[src/rtl/ovl_seq_pkg.sv]
package ovl_seq_pkg;
  typedef enum logic [1:0] {
    OV_NONE    = 2'd0,
    OV_HALF    = 2'd1,
    OV_QUARTER = 2'd2,
    OV_BAD     = 2'd3
  } ovl_e;
endpackage

[src/rtl/ovl_cfg_decode.sv]
module ovl_cfg_decode
  import ovl_seq_pkg::*;
#(
  parameter int BASE_PTS  = 64,
  parameter int NUM_SIZES = 5,
  parameter int SQ_PTS    = 256,
  parameter int CW        = 12
) (
  input  logic [2:0]    size_sel,
  input  logic [1:0]    ovl_sel,
  input  logic          ext_load,
  output logic [CW-1:0] n_pts,
  output logic [CW-1:0] load_len,
  output logic [1:0]    div_log,
  output logic          bad
);
  localparam logic [2:0] SQ_CODE  = 3'(NUM_SIZES);
  localparam logic [2:0] TOP_CODE = 3'(NUM_SIZES - 1);

  logic [CW-1:0] hop;
  ovl_e          ov;

  assign ov = ovl_e'(ovl_sel);

  always_comb begin
    if (size_sel == SQ_CODE) n_pts = CW'(SQ_PTS);
    else                     n_pts = CW'(BASE_PTS) << size_sel;
  end

  always_comb begin
    unique case (ov)
      OV_HALF:    div_log = 2'd1;
      OV_QUARTER: div_log = 2'd2;
      default:    div_log = 2'd0;
    endcase
  end

  assign hop      = n_pts >> div_log;
  assign load_len = (ext_load && div_log != 2'd0) ? n_pts + hop : n_pts;

  always_comb begin
    bad = 1'b0;
    if (size_sel > SQ_CODE)                                   bad = 1'b1;
    if (ov == OV_BAD)                                         bad = 1'b1;
    if (size_sel == SQ_CODE && ov != OV_NONE)                 bad = 1'b1;
    if (ext_load && size_sel == TOP_CODE && ov != OV_NONE)    bad = 1'b1;
  end
endmodule

[src/rtl/ovl_strobe_div.sv]
module ovl_strobe_div (
  input  logic       clk,
  input  logic       srst,
  input  logic       clear,
  input  logic       run,
  input  logic       stb,
  input  logic [1:0] div_log,
  output logic       phase_zero
);
  logic [1:0] phase_q;
  logic [1:0] mask;

  always_comb begin
    unique case (div_log)
      2'd1:    mask = 2'b01;
      2'd2:    mask = 2'b11;
      default: mask = 2'b00;
    endcase
  end

  always_ff @(posedge clk) begin
    if (srst || clear)    phase_q <= '0;
    else if (run && stb)  phase_q <= (phase_q + 2'd1) & mask;
  end

  assign phase_zero = (phase_q == 2'd0);

  // phase never leaves the range set by the division factor
  a_r2_phase_bound: assert property (@(posedge clk) disable iff (srst)
    run |-> ((phase_q & ~mask) == 2'b00));
endmodule

[src/rtl/ovl_addr_gen.sv]
module ovl_addr_gen #(
  parameter int AW = 11,
  parameter int CW = 12
) (
  input  logic          clk,
  input  logic          srst,
  input  logic          load_start,
  input  logic          accept,
  input  logic [CW-1:0] n_pts,
  input  logic [CW-1:0] load_len,
  output logic          last_smp,
  output logic          wr_en,
  output logic [AW-1:0] wr_addr,
  output logic          load_flag,
  output logic          done
);
  logic [AW-1:0] ptr_q;
  logic [CW-1:0] cnt_q;
  logic [CW-1:0] cnt_nx;

  assign cnt_nx   = cnt_q + 1'b1;
  assign last_smp = (cnt_nx == load_len);

  always_ff @(posedge clk) begin
    if (srst) begin
      ptr_q     <= '0;
      cnt_q     <= '0;
      wr_en     <= 1'b0;
      wr_addr   <= '0;
      load_flag <= 1'b0;
      done      <= 1'b0;
    end else begin
      wr_en <= accept;
      done  <= accept && last_smp;
      if (load_start) cnt_q <= '0;
      if (accept) begin
        wr_addr <= ptr_q;
        ptr_q   <= ptr_q + 1'b1;
        cnt_q   <= cnt_nx;
        if (cnt_nx == n_pts)    load_flag <= 1'b0;
        else if (cnt_q == '0)   load_flag <= 1'b1;
      end
    end
  end

  // pointer advances by exactly one per accepted sample
  a_r4_ptr_step: assert property (@(posedge clk) disable iff (srst)
    accept |=> (ptr_q == $past(ptr_q) + 1'b1));
  // pointer holds when nothing is accepted
  a_r4_ptr_hold: assert property (@(posedge clk) disable iff (srst)
    !accept |=> $stable(ptr_q));
  // flag only rises together with a write
  a_r7_flag_rise: assert property (@(posedge clk) disable iff (srst)
    $rose(load_flag) |-> wr_en);
  // flag only falls together with a write (outside reset)
  a_r7_flag_fall: assert property (@(posedge clk) disable iff (srst)
    ($fell(load_flag) && !$past(srst)) |-> wr_en);
  // completion is a single-cycle pulse
  a_r8_done_pulse: assert property (@(posedge clk) disable iff (srst)
    done |=> !done);
endmodule

[src/rtl/ovl_load_seq.sv]
module ovl_load_seq
  import ovl_seq_pkg::*;
#(
  parameter  int BASE_PTS  = 64,
  parameter  int NUM_SIZES = 5,
  parameter  int SQ_PTS    = 256,
  parameter  int DEPTH     = 2048,
  localparam int AW        = $clog2(DEPTH),
  localparam int CW        = $clog2(BASE_PTS << NUM_SIZES) + 1
) (
  input  logic          clk,
  input  logic          srst,
  input  logic          start,
  input  logic [2:0]    size_sel,
  input  logic [1:0]    ovl_sel,
  input  logic          ext_load,
  input  logic          in_en,
  input  logic          samp_valid,
  output logic          samp_ready,
  output logic          wr_en,
  output logic [AW-1:0] wr_addr,
  output logic          load_flag,
  output logic          block_done,
  output logic          cfg_err
);
  logic [CW-1:0] dec_n, dec_len;
  logic [1:0]    dec_div;
  logic          dec_bad;

  logic [CW-1:0] n_q, len_q;
  logic [1:0]    div_q;
  logic          active_q;
  logic          start_ok;
  logic          phase_zero;
  logic          accept;
  logic          last_smp;

  ovl_cfg_decode #(
    .BASE_PTS (BASE_PTS),
    .NUM_SIZES(NUM_SIZES),
    .SQ_PTS   (SQ_PTS),
    .CW       (CW)
  ) u_dec (
    .size_sel(size_sel),
    .ovl_sel (ovl_sel),
    .ext_load(ext_load),
    .n_pts   (dec_n),
    .load_len(dec_len),
    .div_log (dec_div),
    .bad     (dec_bad)
  );

  assign cfg_err  = dec_bad;
  assign start_ok = start && !active_q && !dec_bad;

  always_ff @(posedge clk) begin
    if (srst) begin
      active_q <= 1'b0;
      n_q      <= '0;
      len_q    <= '0;
      div_q    <= '0;
    end else if (start_ok) begin
      active_q <= 1'b1;
      n_q      <= dec_n;
      len_q    <= dec_len;
      div_q    <= dec_div;
    end else if (accept && last_smp) begin
      active_q <= 1'b0;
    end
  end

  ovl_strobe_div u_div (
    .clk       (clk),
    .srst      (srst),
    .clear     (start_ok),
    .run       (active_q),
    .stb       (samp_valid),
    .div_log   (div_q),
    .phase_zero(phase_zero)
  );

  assign samp_ready = active_q && in_en && phase_zero;
  assign accept     = samp_valid && samp_ready;

  ovl_addr_gen #(
    .AW(AW),
    .CW(CW)
  ) u_addr (
    .clk       (clk),
    .srst      (srst),
    .load_start(start_ok),
    .accept    (accept),
    .n_pts     (n_q),
    .load_len  (len_q),
    .last_smp  (last_smp),
    .wr_en     (wr_en),
    .wr_addr   (wr_addr),
    .load_flag (load_flag),
    .done      (block_done)
  );

  // after an accepted strobe with division, the next cycle cannot accept
  a_r2_spacing: assert property (@(posedge clk) disable iff (srst)
    (accept && div_q != 2'd0) |=> !accept);
  // ready never shows while the input is disabled
  a_r3_ready_gated: assert property (@(posedge clk) disable iff (srst)
    !in_en |-> !samp_ready);
  // completion ends the load
  a_r8_done_idle: assert property (@(posedge clk) disable iff (srst)
    block_done |-> !active_q);
  // a start on an illegal mode from idle produces no write
  a_r9_bad_start: assert property (@(posedge clk) disable iff (srst)
    (start && dec_bad && !active_q) |=> (!wr_en && !active_q));
  // reset leaves the write side cleared
  a_r10_clear: assert property (@(posedge clk)
    srst |=> (!load_flag && !wr_en && !block_done && wr_addr == '0));
endmodule

[config.mk]
export PLATFORM = sky130hd
export DESIGN_NAME = ovl_load_seq
export DESIGN_NICKNAME = d
export VERILOG_FILES = /design/src/rtl/ovl_seq_pkg.sv /design/src/rtl/ovl_cfg_decode.sv /design/src/rtl/ovl_strobe_div.sv /design/src/rtl/ovl_addr_gen.sv /design/src/rtl/ovl_load_seq.sv
export SDC_FILE = /design/constraint.sdc
export NUM_CORES = 1
export LEC_CHECK = 0
export BUFFER_PORTS_ARGS = -buffer_cell sky130_fd_sc_hd__buf_4
export CORE_MARGIN = 1
export CORE_UTILIZATION = 46
export DETAILED_ROUTE_END_ITERATION = 6
export PLACE_DENSITY = 0.66
export SYNTH_ARGS = -nofsm -noshare
export SYNTH_HDL_FRONTEND = slang
export SYNTH_SLANG_ARGS = --single-unit
[constraint.sdc]
create_clock -name clk -period 2.1 [get_ports clk]
set_clock_uncertainty 0.1 [all_clocks]
set_input_delay 0 -clock clk [delete_from_list [all_inputs] [get_ports clk]]
set_output_delay 0 -clock clk [all_outputs]
set_load 0.01 [all_outputs]
Word level (Yosys, flattened, before mapping) --
Cells that the tools add are included.
Storage, ports and cells: register bits 66, input bits 11, output and inout port bits 16, word-level logic and storage cells 64
Cells by class: add/sub/neg operators 4, magnitude comparators 1, equality and inequality tests 9, shift-type cells 2, mux-type cells 14, bitwise logic cells 1, reduce and logical (&&, ||, !) cells 22
Operators by type and width (number):
- $mux 12 | 4
- $eq 12x12->1 | 2
- $add 12x1->12 const B | 1
- $add 12x12->12 | 1
- $logic_not 12->1 | 1
- $shl 7x3->12 const A | 1
- $shr 12x2->12 | 1
- $add 11x1->11 const B | 1
- $logic_and 1x1->1 | 11
- $reduce_bool 2->1 | 5
- $mux 1 | 8
- $pmux 2 s2 | 2
- $eq 2x2->1 const B | 3
- $eq 3x3->1 const B | 2
- $eq 2x1->1 const B | 2
- $gt 3x3->1 const B | 1
- $add 2x1->2 const B | 1
- $and 2x2->2 | 1
- $logic_not 1->1 | 2
- $logic_not 2->1 | 1
- $reduce_and 2->1 | 1
- $logic_or 1x1->1 | 1

Depth between registers and ports, before layout --
Gate-level depths: netlist of the first run.
word-level depth 9, depth in mapped cells 14, mapped depth without buffers 13

Hierarchy --
From an unflattened synthesis of the first run, not the netlist that was laid out.
Second synthesis, totals: cells, all modules 478, area total of the unflattened synthesis 4240.3 um^2
By module, submodules not included:
- ovl_addr_gen | instances 1, cells each 247, area an instance 2148.3 um^2, seq. area each 740.7 um^2
- ovl_load_seq | instances 1, cells each 119, area an instance 1244.9 um^2, seq. area each 540.5 um^2
- ovl_cfg_decode | instances 1, cells each 98, area an instance 715.7 um^2, seq. area each 0.0 um^2
- ovl_strobe_div | instances 1, cells each 14, area an instance 131.4 um^2, seq. area each 40.0 um^2

Least setup slack after synthesis of the first run --
Ideal clock, no wire load.
path type in2reg, from in ovl_sel[0], to reg len_q[10], setup time 0.095 ns, data arrival time 2.063 ns, data required time 1.905 ns, slack -0.158 ns, cell stages on the path 14, buffers on the path 1, path through inv_1 -> ha_1 -> clkbuf_1 -> xnor2_1 -> nand2b_1 -> o22ai_1 -> ha_1 -> inv_1 -> fa_1 -> nor2b_1 -> o21a_1 -> nor3_1 -> nand3b_1 -> a221oi_1
Between the ends: elaborated cells on any way between the ends 17, those cells by class 1 x add/sub; 3 x eq/ne; 1 x shift; 5 x mux; 7 x reduce/logical
RTL lines:
- from (decl) | RTL line ovl_load_seq.sv:15 | input logic [1:0] ovl_sel,
- $eq 2x2->1 or $eq 2x1->1 (tied branches) | RTL line ovl_cfg_decode.sv:31 | unique case (ov)
- $pmux 2 s2 * | RTL line ovl_cfg_decode.sv:31
- named net dec_div[1] | RTL line ovl_load_seq.sv:27 | logic [1:0] dec_div;
- $shr 12x2->12 or $reduce_bool 2->1 (tied branches) | RTL line ovl_cfg_decode.sv:38, ovl_cfg_decode.sv:39
- $add 12x12->12 or $logic_and 1x1->1 (tied branches) | RTL line ovl_cfg_decode.sv:39 | assign load_len = (ext_load && div_log != 2'd0) ? n_pts + hop : n_pts;
- $mux 12 * | RTL line ovl_cfg_decode.sv:39
- to (signal assigned) | RTL line ovl_load_seq.sv:65 | len_q <= dec_len;
- to (decl) | RTL line ovl_load_seq.sv:30 | logic [CW-1:0] n_q, len_q;
Mark *: on every way through the listed nets, which the timed path passes. The rest lies on a longest branch. A chain may end at the register's enable or synchronous reset.

Worst setup path after layout of the first run --
from reg u_addr.cnt_q[0], to reg active_q
Between the ends: longest elaborated chain between the ends 4
RTL lines:
- from (decl) | RTL line ovl_addr_gen.sv:18 | logic [CW-1:0] cnt_q;
- from (signal assigned) | RTL line ovl_addr_gen.sv:39 | cnt_q <= cnt_nx;
- $add 12x1->12 | RTL line ovl_addr_gen.sv:21 | assign cnt_nx = cnt_q + 1'b1;
- $eq 12x12->1 | RTL line ovl_addr_gen.sv:22 | assign last_smp = (cnt_nx == load_len);
- $logic_and 1x1->1 | RTL line ovl_load_seq.sv:67 | end else if (accept && last_smp) begin
- $reduce_bool 2->1 (no line)
- to (signal assigned) | RTL line ovl_load_seq.sv:58 | active_q <= 1'b0;
- to (signal assigned) | RTL line ovl_load_seq.sv:63 | active_q <= 1'b1;
- to (signal assigned) | RTL line ovl_load_seq.sv:68 | active_q <= 1'b0;
- to (decl) | RTL line ovl_load_seq.sv:32 | logic active_q;
Every way passes these cells.

==> results of run 1 <==
==> placed cells by master, fill, tap and decap left out, types with 8 or more instances in the layout <==
master	count
xor2_1	11
nor3_1	13
dfxtp_1	50
a21oi_1	46
nand3_1	11
buf_4	83
nor2_1	38
xnor2_1	17
inv_1	15
o21ai_0	16
ha_1	12
nand2_1	62
nand2b_1	8
==> timing repair <==
item                                    in CTS  in global routing
setup buffers                                0                  1
endpoints found under the setup margin       4                  8
pin swaps                                    0                  1
hold endpoints to repair                     3                  0
hold buffers                                 3                  0
resized for setup                            8                 18
==> power groups by stage <==
stage          clock network (mW)  logic (mW)  registers, mW
2_1_floorplan                   0       0.181           1.11
3_3_place_gp                    0       0.285           1.11
3_5_place_dp                    0       0.288           1.11
4_1_cts                     0.644       0.295           1.09
5_1_grt                     0.688       0.333           1.09
6_report                    0.632       0.302           1.09
==> sequential cells by signal, summed over array words and instances, names as in the netlist <==
name	cells
div_q	2
active_q	1
len_q	9
u_addr.done	1
u_addr.ptr_q	11
n_q	5
u_addr.load_flag	1
u_div.phase_q	2
u_addr.wr_addr	11
u_addr.cnt_q	12
u_addr.wr_en	1
==> per-layer routing <==
metal / wire [um] / global-route usage (%) / share of wire, %
met1: 4080 / 28.5 / 48
met4: 89 / 6.06 / 1.0
met3: 241 / 3.32 / 2.8
met5: 0 / 0 / 0
met2: 4100 / 38.8 / 48
==> cell type report <==
type                    instances  area (um2)
fillers                       688        2980
multi-input cells             343        2270
flip-flops and latches         56        1130
repair buffers                 87         664
well taps                      99         124
clock buffers                   5        68.8
inverters                      17        66.3
clock inverters                 3        26.3
==> critical path: stages, from the launching register on <==
cell and delay, ns:
dfxtp_2 0.37, buf_4 0.15, nand4_1 0.19, buf_4 0.21, nor2_1 0.25, and3_1 0.22, a2111oi_2 0.05, a311oi_1 0.31
buf_4 0.15
==> per-stage QoR <==
| stage | setup slack, ns | TNS [ns] |
|---|---|---|
| global placement | -0.159 | -0.507 |
| finish | 0.0668 | 0 |
| detailed placement | -0.280 | -0.950 |
| floorplan | 0.00611 | 0 |
| CTS | 0.00856 | 0 |
| global route | -0.0533 | -0.0759 |
==> logic make-up after synthesis <==
logic type               count (synthesis)  synth area share [%]
AO/OA/AOI/OAI                          104                  18.4
XOR/XNOR                                31                  8.62
adder cells (fa/ha/maj)                 17                  6.25
buffers and inverters                   49                  6.64
flip-flops                              56                  31.8
multiplexers                             2                 0.568
AND/OR/NAND/NOR                        189                  27.7
==> path summary, 6_finish.rpt <==
path,cells after the start,end,slack [ns],from
worst min register to register,2,u_addr.wr_addr[4],0.36,u_addr.wr_addr[4]
worst max-delay path,8,active_q,0.07,u_addr.cnt_q[0]
worst max register to register,8,active_q,0.07,u_addr.cnt_q[0]
worst min-delay path,5,n_q[6],0.04,size_sel[0]
==> flow_summary.yaml, run 1 <==
clock_tree:
  clk_latency_ns: 0.32
  clkTransAtPathRegs_ns: 0.10
  htreeDepth: 2
  cts_root_buf: "clkbuf_8"
  cts_max_path_buffers: 2
  cts_sinks: 56
  cts-buffers-inserted: 5
  cts_tree: "done"
power:
  netSwitchingPower_mw: 0.564
  leakage_nw: 1.72
  post-layout-total-power_mw: 2.03
  pwr-share-comb_pct: 14.9
  internal-power_mw: 1.46
  ir_worst_vdd_uv: 327
  seqPwrFrac_pct: 53.9
  clkPwrFrac_pct: 31.2
  p_per_area_nw_per_um2: 466
  swShare_pct: 27.9
place:
  placed_cells: 598
  port_buffers: 26
  gp_congestion: 0.929
  dp.final_hpwl_mm: 6.36
  placed_cell_area_um2: 4130
run:
  maxCapViolations: 0
routing:
  num_vias: 3256
  wire_per_inst_um: 13.9
  drt_pass1_iterations: 4
  wirelength_mm: 8.51
  drt_iter0_drc: 127
  vias_per_cell: 5.34
  final_antenna_net_count: 0
  drcViolationCount: 0
synth:
  async_flop_share_pct: 0
  synth.distinct_cells: 63
  syn_nets: 476
  synth.top_cell.area_share_pct: 31.8
  synth.most_common_cell: "nand2_1"
  synth_area_um2: 3530
  synth_top_flop_cell: "dfxtp_1"
  syn_area_per_cell_um2: 7.87
  synth_edf_count: 0
  seq_area_frac_synth_pct: 31.8
  yosysTopAreaCell: "dfxtp_1"
  yosys_warnings: 0
  ys_ff_latch: 56
  synth_cells: 448
  yosys-top-cells-area: "dfxtp_1, nand2_1, a21oi_1, ha_1, xnor2_1"
  synthTopCellsByCount: "nand2_1, dfxtp_1, a21oi_1, nor2_1"
global_route:
  grt_overflow: 0
  grt_pass1_wl_mm: 13.8
  grt_max_degree: 58
  grt_pass1_vias: 3030
  grt.total_usage_pct: 22.3
  antenna_found_initial: 0
final_layout:
  utilization_pct: 59.3
  fin_area_um2: 4350
  drive_gt1_share_pct: 25.4
  stdcell_count: 610
  insertedDiodeCount: 0
  area_delta_synth_final_pct: 23.3
  fin_nets: 538
sta:
  setup_violations: 0
  max_freq_mhz: 492
  relSlewSlack_pct: 60.4
  finalMaxSlewViolations: 0
  hold_viol: 0
  grt_setup_unrepaired: "yes"
  holdWs_ns: 0.0443
  period_needed_ns: 2.03
  tightest_slew_ns: 0.594
  final.period_utilization_pct: 96.8
die:
  core_um2: 7330
  initial_core_util_pct: 48.1
  dieArea_um2: 8020
  io_pins: 27
  dieHeight_um: 89.6
  die_w_um: 89.6
  num_rows: 31
worst_hold_path:
  hp-class: "input port to flip-flop"
worst_setup_path:
  worst-setup-path-type: "flip-flop to flip-flop"
  worstPathMaxFanout: 7
  cp-start-kind: "flip-flop"
  crit_required_ns: 2.28
  endpoint_kind: "flip-flop"
  cp_data_arrival_time_ns: 2.21
outcome:
  status: "completed"
(Power assumes the default switching activity.)
==> run 2: changes to the inputs <==
==> constraint.sdc (replaced) <==
create_clock -name clk -period 2.1 [get_ports clk]
set_clock_uncertainty 0.1 [all_clocks]
set_input_delay 0.21 -clock clk [delete_from_list [all_inputs] [get_ports clk]]
set_output_delay 0.21 -clock clk [all_outputs]
set_load 0.01 [all_outputs]
==> run 2 against run 1 <==
Against the previous run: clock-buffer cell count did not move; non-clock buffer count rose by 7; die area did not move; sequential power barely moved; power rose by 2.7%; critical path depth rose by 6; global-route usage rose by 0.47 points; setup slack got worse by 0.067 ns.
==> flow_summary.yaml, run 2 (synthesized netlist as in run 1, its figures left out) <==
clock_tree:
  postCtsHoldBufs: 0
  clkTransAtPathRegs_ns: 0.11
  htreeDepth: 2
  cts_sinks: 56
  cts_root_buf: "clkbuf_8"
  cts_tree: "done"
  cts_max_path_buffers: 2
  clk_latency_ns: 0.32
  cts-buffers-inserted: 5
routing:
  num_vias: 3318
  final_antenna_net_count: 0
  drcViolationCount: 0
  wirelength_mm: 8.89
  drt_pass1_iterations: 5
  wire_per_inst_um: 14.4
  drt_iter0_drc: 195
  vias_per_cell: 5.38
worst_setup_path:
  worst-setup-path-type: "input port to flip-flop"
  cp_slowest_stage_delay_ns: 0.37
  worstPathMaxFanout: 5
  crit_required_ns: 2.24
  cp-start-kind: "input port"
  cp_data_arrival_time_ns: 2.24
  crit_slowest_cell: "fa_2"
  reg2reg_depth: 7
  crit_top_cell: "o21a_1"
  crit_family: "simple AND/OR/NAND/NOR gates"
  crit_chain: "buf_8, inv_12, ha_4, xnor2_2, nand2b_1, nor2_1, o21ai_2, o21a_1, fa_2, nor2b_2, o21a_1, nor3_1, nand3b_1, a221oi_2"
  endpoint_kind: "flip-flop"
  rrSetupSlack_ns: 0.04
  critPathBufInv: 2
  reg2reg_to: "active_q"
  r2r-start: "u_addr.cnt_q[1]"
die:
  dieArea_um2: 8020
  core_um2: 7330
  dieHeight_um: 89.6
  die_w_um: 89.6
  io_pins: 27
  initial_core_util_pct: 48.1
  num_rows: 31
power:
  leakage_nw: 1.78
  post-layout-total-power_mw: 2.08
  ir_worst_vdd_uv: 313
  p_per_area_nw_per_um2: 463
sta:
  period_needed_ns: 2.10
  final.period_utilization_pct: 100
  fin_setup_tns_ns: 0
  setup_violations: 0
  max_freq_mhz: 476
  relSlewSlack_pct: 58.5
  hold_viol: 0
  grt_setup_unrepaired: "yes"
  tightest_slew_ns: 0.623
  finalMaxSlewViolations: 0
place:
  port_buffers: 26
  dp.final_hpwl_mm: 6.47
  gp_congestion: 0.900
worst_hold_path:
  holdPathStages: 4
  worstHoldEndpoint: "u_div.phase_q[0]"
  min-delay-start: "samp_valid"
  hp-class: "input port to flip-flop"
final_layout:
  largest_register: "u_addr.cnt_q"
  final_common_cell: "buf_4"
  drive_gt1_share_pct: 28.8
  final_cell_mix: "buf_4, nand2_1, dfxtp_1"
  area_delta_synth_final_pct: 27.4
  insertedDiodeCount: 0
  fin_nets: 545
  largest_reg_flops: 12
  reg_top3: "u_addr.cnt_q (12), u_addr.ptr_q (11), u_addr.wr_addr (11)"
run:
  maxCapViolations: 0
outcome:
  status: "completed"
global_route:
  grt_max_degree: 58
  grt_pass1_wl_mm: 13.9
  grt_overflow: 0
  grt.total_usage_pct: 22.7
  grt_pass1_vias: 2949
  antenna_found_initial: 0
==> run 2: stage by stage <==
| stage | instances | setup slack [ns] | hold slack [ns] | util, % | cell area [um2] |
|---|---|---|---|---|---|
| finish | 617 | 0.000196 | 0.236 | 61.3 | 4490 |
| floorplan | 448 | -0.197 | 0.213 | - | 3590 |
| global placement | 602 | -0.374 | 0.345 | 57.0 | 4180 |
| global route | 617 | -0.0983 | 0.253 | 61.3 | 4490 |
| detailed placement | 602 | -0.467 | 0.351 | 57.0 | 4180 |
| CTS | 614 | 0.00447 | 0.215 | 59.5 | 4360 |
==> run 2: worst max-delay path by stage <==
stage / slack [ns] / depth (start not counted) / from / end
global placement: -0.37 / 12 / ovl_sel[0] / len_q[10]
floorplan: -0.20 / 14 / ovl_sel[0] / len_q[10]
detailed placement: -0.47 / 13 / ovl_sel[1] / len_q[10]
CTS: 0.004 / 14 / ovl_sel[0] / len_q[10]
global route: -0.1 / 14 / ovl_sel[0] / len_q[10]
finish: 0.0002 / 14 / ovl_sel[0] / len_q[10]
==> run 2: area by class of cell <==
class / count / area (um2)
well taps: 99 / 124
inverters: 17 / 76.3
fillers: 660 / 2840
multi-input cells: 343 / 2350
clock buffers: 5 / 68.8
clock inverters: 3 / 28.8
flip-flops and latches: 56 / 1130
repair buffers: 94 / 717
==> run 2: power by group <==
part / leakage [nW] / switching (mW) / internal, mW
registers: 0.454 / 0.0131 / 1.08
logic: 1.28 / 0.179 / 0.151
clock network: 0.0511 / 0.406 / 0.253
==> run 2: repair_timing <==
action | in CTS | in global routing
pin swaps | 7 | 11
gates cloned | 0 | 0
resized for setup | 14 | 22
buffers inserted | 5 | 3
setup endpoints to repair | 4 | 13
==> run 2: worst reg2reg max path, stage by stage (launching register included) <==
cell and delay, ns:
dfxtp_2 0.36, ha_4 0.18, buf_4 0.13, xnor2_1 0.20, nand3_2 0.15, a211o_1 0.34
a2111oi_4 0.31, a311oi_2 0.17
==> run 2: layer usage <==
metal	wire, um	track usage, %
met1	4160	31.3
met2	4240	36.8
met3	308	3.05
met4	189	7.07
met5	0	0
==> run 3: changes to the inputs <==
--- a/config.mk
+++ b/config.mk
@@ -7,9 +7,9 @@
 export LEC_CHECK = 0
 export BUFFER_PORTS_ARGS = -buffer_cell sky130_fd_sc_hd__buf_4
 export CORE_MARGIN = 1
-export CORE_UTILIZATION = 46
+export CORE_UTILIZATION = 50
 export DETAILED_ROUTE_END_ITERATION = 6
-export PLACE_DENSITY = 0.66
+export PLACE_DENSITY = 0.71
 export SYNTH_ARGS = -nofsm -noshare
 export SYNTH_HDL_FRONTEND = slang
 export SYNTH_SLANG_ARGS = --single-unit
==> run 3 against run 2 <==
Against the previous run: non-clock buffer count fell by 13; first-iteration DRC count fell by 8.2%; clock power fell by 4.2%; critical path depth did not move; die area fell by 7.8%; via count fell by 2.5%; core utilization rose by 2.7 points; cell area fell by 3.2%; combinational power fell by 2%; largest power group unchanged.
==> flow_summary.yaml, run 3 (synthesized netlist as in run 1, its figures left out) <==
final_layout:
  fillers: 612
  fin_nets: 532
  reg_top3: "u_addr.cnt_q (12), u_addr.ptr_q (11), u_addr.wr_addr (11)"
  final-seq-area_um2: 1120
  utilization_pct: 64.0
  largest_reg_flops: 12
  final_common_cell: "buf_4"
  multi_input_comb_area_um2: 2290
  final_cell_mix: "buf_4, nand2_1, dfxtp_1"
  fin_area_um2: 4350
  area_delta_synth_final_pct: 23.3
  insertedDiodeCount: 0
  largest_register: "u_addr.cnt_q"
  drive_gt1_share_pct: 24.8
power:
  leakage_nw: 1.71
  p_per_area_nw_per_um2: 471
  post-layout-total-power_mw: 2.05
  swShare_pct: 27.9
  seqPwrFrac_pct: 53.3
  internal-power_mw: 1.48
  clkPwrFrac_pct: 30.8
  netSwitchingPower_mw: 0.571
  ir_worst_vdd_uv: 311
  pwr-share-comb_pct: 15.9
clock_tree:
  cts_sinks: 56
  cts_max_path_buffers: 2
  htreeDepth: 2
  cts-buffers-inserted: 5
  cts_tree: "done"
  cts_root_buf: "clkbuf_8"
  postCtsHoldBufs: 0
  clk_latency_ns: 0.32
  clkTransAtPathRegs_ns: 0.11
global_route:
  grt_max_degree: 58
  grt.total_usage_pct: 24.5
  antenna_found_initial: 0
  grt_pass1_vias: 3102
  grt_overflow: 0
  grt_pass1_wl_mm: 14.5
die:
  initial_core_util_pct: 51.9
  num_rows: 30
  dieHeight_um: 86.0
  core_um2: 6790
  io_pins: 27
  die_w_um: 86.0
  dieArea_um2: 7390
routing:
  drt_pass1_iterations: 5
  final_antenna_net_count: 0
  vias_per_cell: 5.38
  wire_per_inst_um: 14.0
  num_vias: 3235
  drcViolationCount: 0
  wirelength_mm: 8.40
  drt_iter0_drc: 179
worst_setup_path:
  crit_slowest_cell: "ha_1"
  reg2reg_depth: 6
  crit_required_ns: 2.23
  crit_family: "compound AO/OA/AOI/OAI gates"
  worst-setup-path-type: "input port to flip-flop"
  endpoint_kind: "flip-flop"
  crit_top_cell: "o21ai_1"
  cp_slowest_stage_delay_ns: 0.29
  reg2reg_to: "u_addr.done"
  critPathBufInv: 2
  r2r-start: "u_addr.cnt_q[0]"
  cp_data_arrival_time_ns: 2.14
  cp-start-kind: "input port"
  worstPathMaxFanout: 4
  crit_chain: "buf_12, inv_12, ha_4, xnor2_2, nand2b_1, nor2_1, o21ai_1, o21ai_1, ha_1, a21o_1, a21oi_4, xnor2_1, nand2_1, a311oi_2"
  rrSetupSlack_ns: 0.13
run:
  maxCapViolations: 0
sta:
  relSlewSlack_pct: 60.9
  holdWs_ns: 0.194
  period_needed_ns: 2.01
  tightest_slew_ns: 0.587
  setup_violations: 0
  final.period_utilization_pct: 95.6
  max_freq_mhz: 498
  grt_setup_unrepaired: "yes"
  hold_viol: 0
  finalMaxSlewViolations: 0
place:
  port_buffers: 26
  dp.final_hpwl_mm: 6.27
  gp_congestion: 0.864
  placed_cell_area_um2: 4130
worst_hold_path:
  min-delay-start: "size_sel[2]"
  hp-class: "input port to flip-flop"
  worstHoldEndpoint: "len_q[4]"
  holdPathStages: 4
outcome:
  status: "completed"
[run 3: cell count changes in the layout (fill, tap and decap cells not counted), sizes merged]
cell      before  now
inv           20   18
clkinv         0    1
buf           94   81
clkinvlp       0    1
[run 3: worst min-delay path: cells and delay by family]
kind                   cells  cell delay (ns)
buffers and inverters      1             0.13
and+or+nand+nor            2             0.16
AOI/OAI and AO/OA          1             0.07
[run 3: what timing repair did]
action | 4_1_cts | 5_1_grt
gates cloned | 0 | 0
pin swaps | 1 | 9
setup buffers | 1 | 1
gates resized for setup | 6 | 20
setup endpoints to repair | 3 | 7
[run 3: worst max-delay path by stage]
stage | from | endpoint | slack [ns] | depth (start not counted)
after floorplan | ovl_sel[0] | len_q[10] | -0.20 | 14
after global placement | ovl_sel[0] | len_q[10] | -0.42 | 12
after detailed placement | ovl_sel[0] | len_q[10] | -0.52 | 12
after CTS | ovl_sel[1] | len_q[10] | 0.008 | 13
after global routing | ovl_sel[0] | len_q[10] | -0.07 | 14
final | ovl_sel[0] | len_q[9] | 0.09 | 14
[run 3: per-layer routing]
layer | part of all wire (%) | track usage, % | up-vias
li1 | - | - | 1676
met1 | 48 | 33.0 | 1489
met2 | 47 | 39.5 | 62
met3 | 3.4 | 4.62 | 8
met4 | 1.4 | 7.73 | 0
met5 | 0 | 0 | -
[run 3: layout make-up]
cell class	instances	share of cell area, %
Inverter	17	1.76
Sequential cell	56	25.8
Multi-Input combinational cell	343	52.8
Timing Repair Buffer	81	14.6
Clock inverter	3	0.633
Clock buffer	5	1.58
Tap cell	96	2.76
[run 3: power by group through the flow]
| stage | sequential (mW) | clock (mW) | combinational, mW |
|---|---|---|---|
| 2_1_floorplan | 1.11 | 0 | 0.184 |
| 3_3_place_gp | 1.11 | 0 | 0.293 |
| 3_5_place_dp | 1.12 | 0 | 0.301 |
| 4_1_cts | 1.09 | 0.653 | 0.307 |
| 5_1_grt | 1.09 | 0.698 | 0.360 |
| 6_report | 1.09 | 0.631 | 0.326 |
[run 3: through the flow]
stage,setup WS [ns],setup TNS (ns),cells
2_1_floorplan,-0.197,-0.225,448
3_3_place_gp,-0.424,-1.31,591
3_5_place_dp,-0.518,-1.62,591
4_1_cts,0.00784,0,600
5_1_grt,-0.0653,-0.123,601
6_report,0.0918,0,601
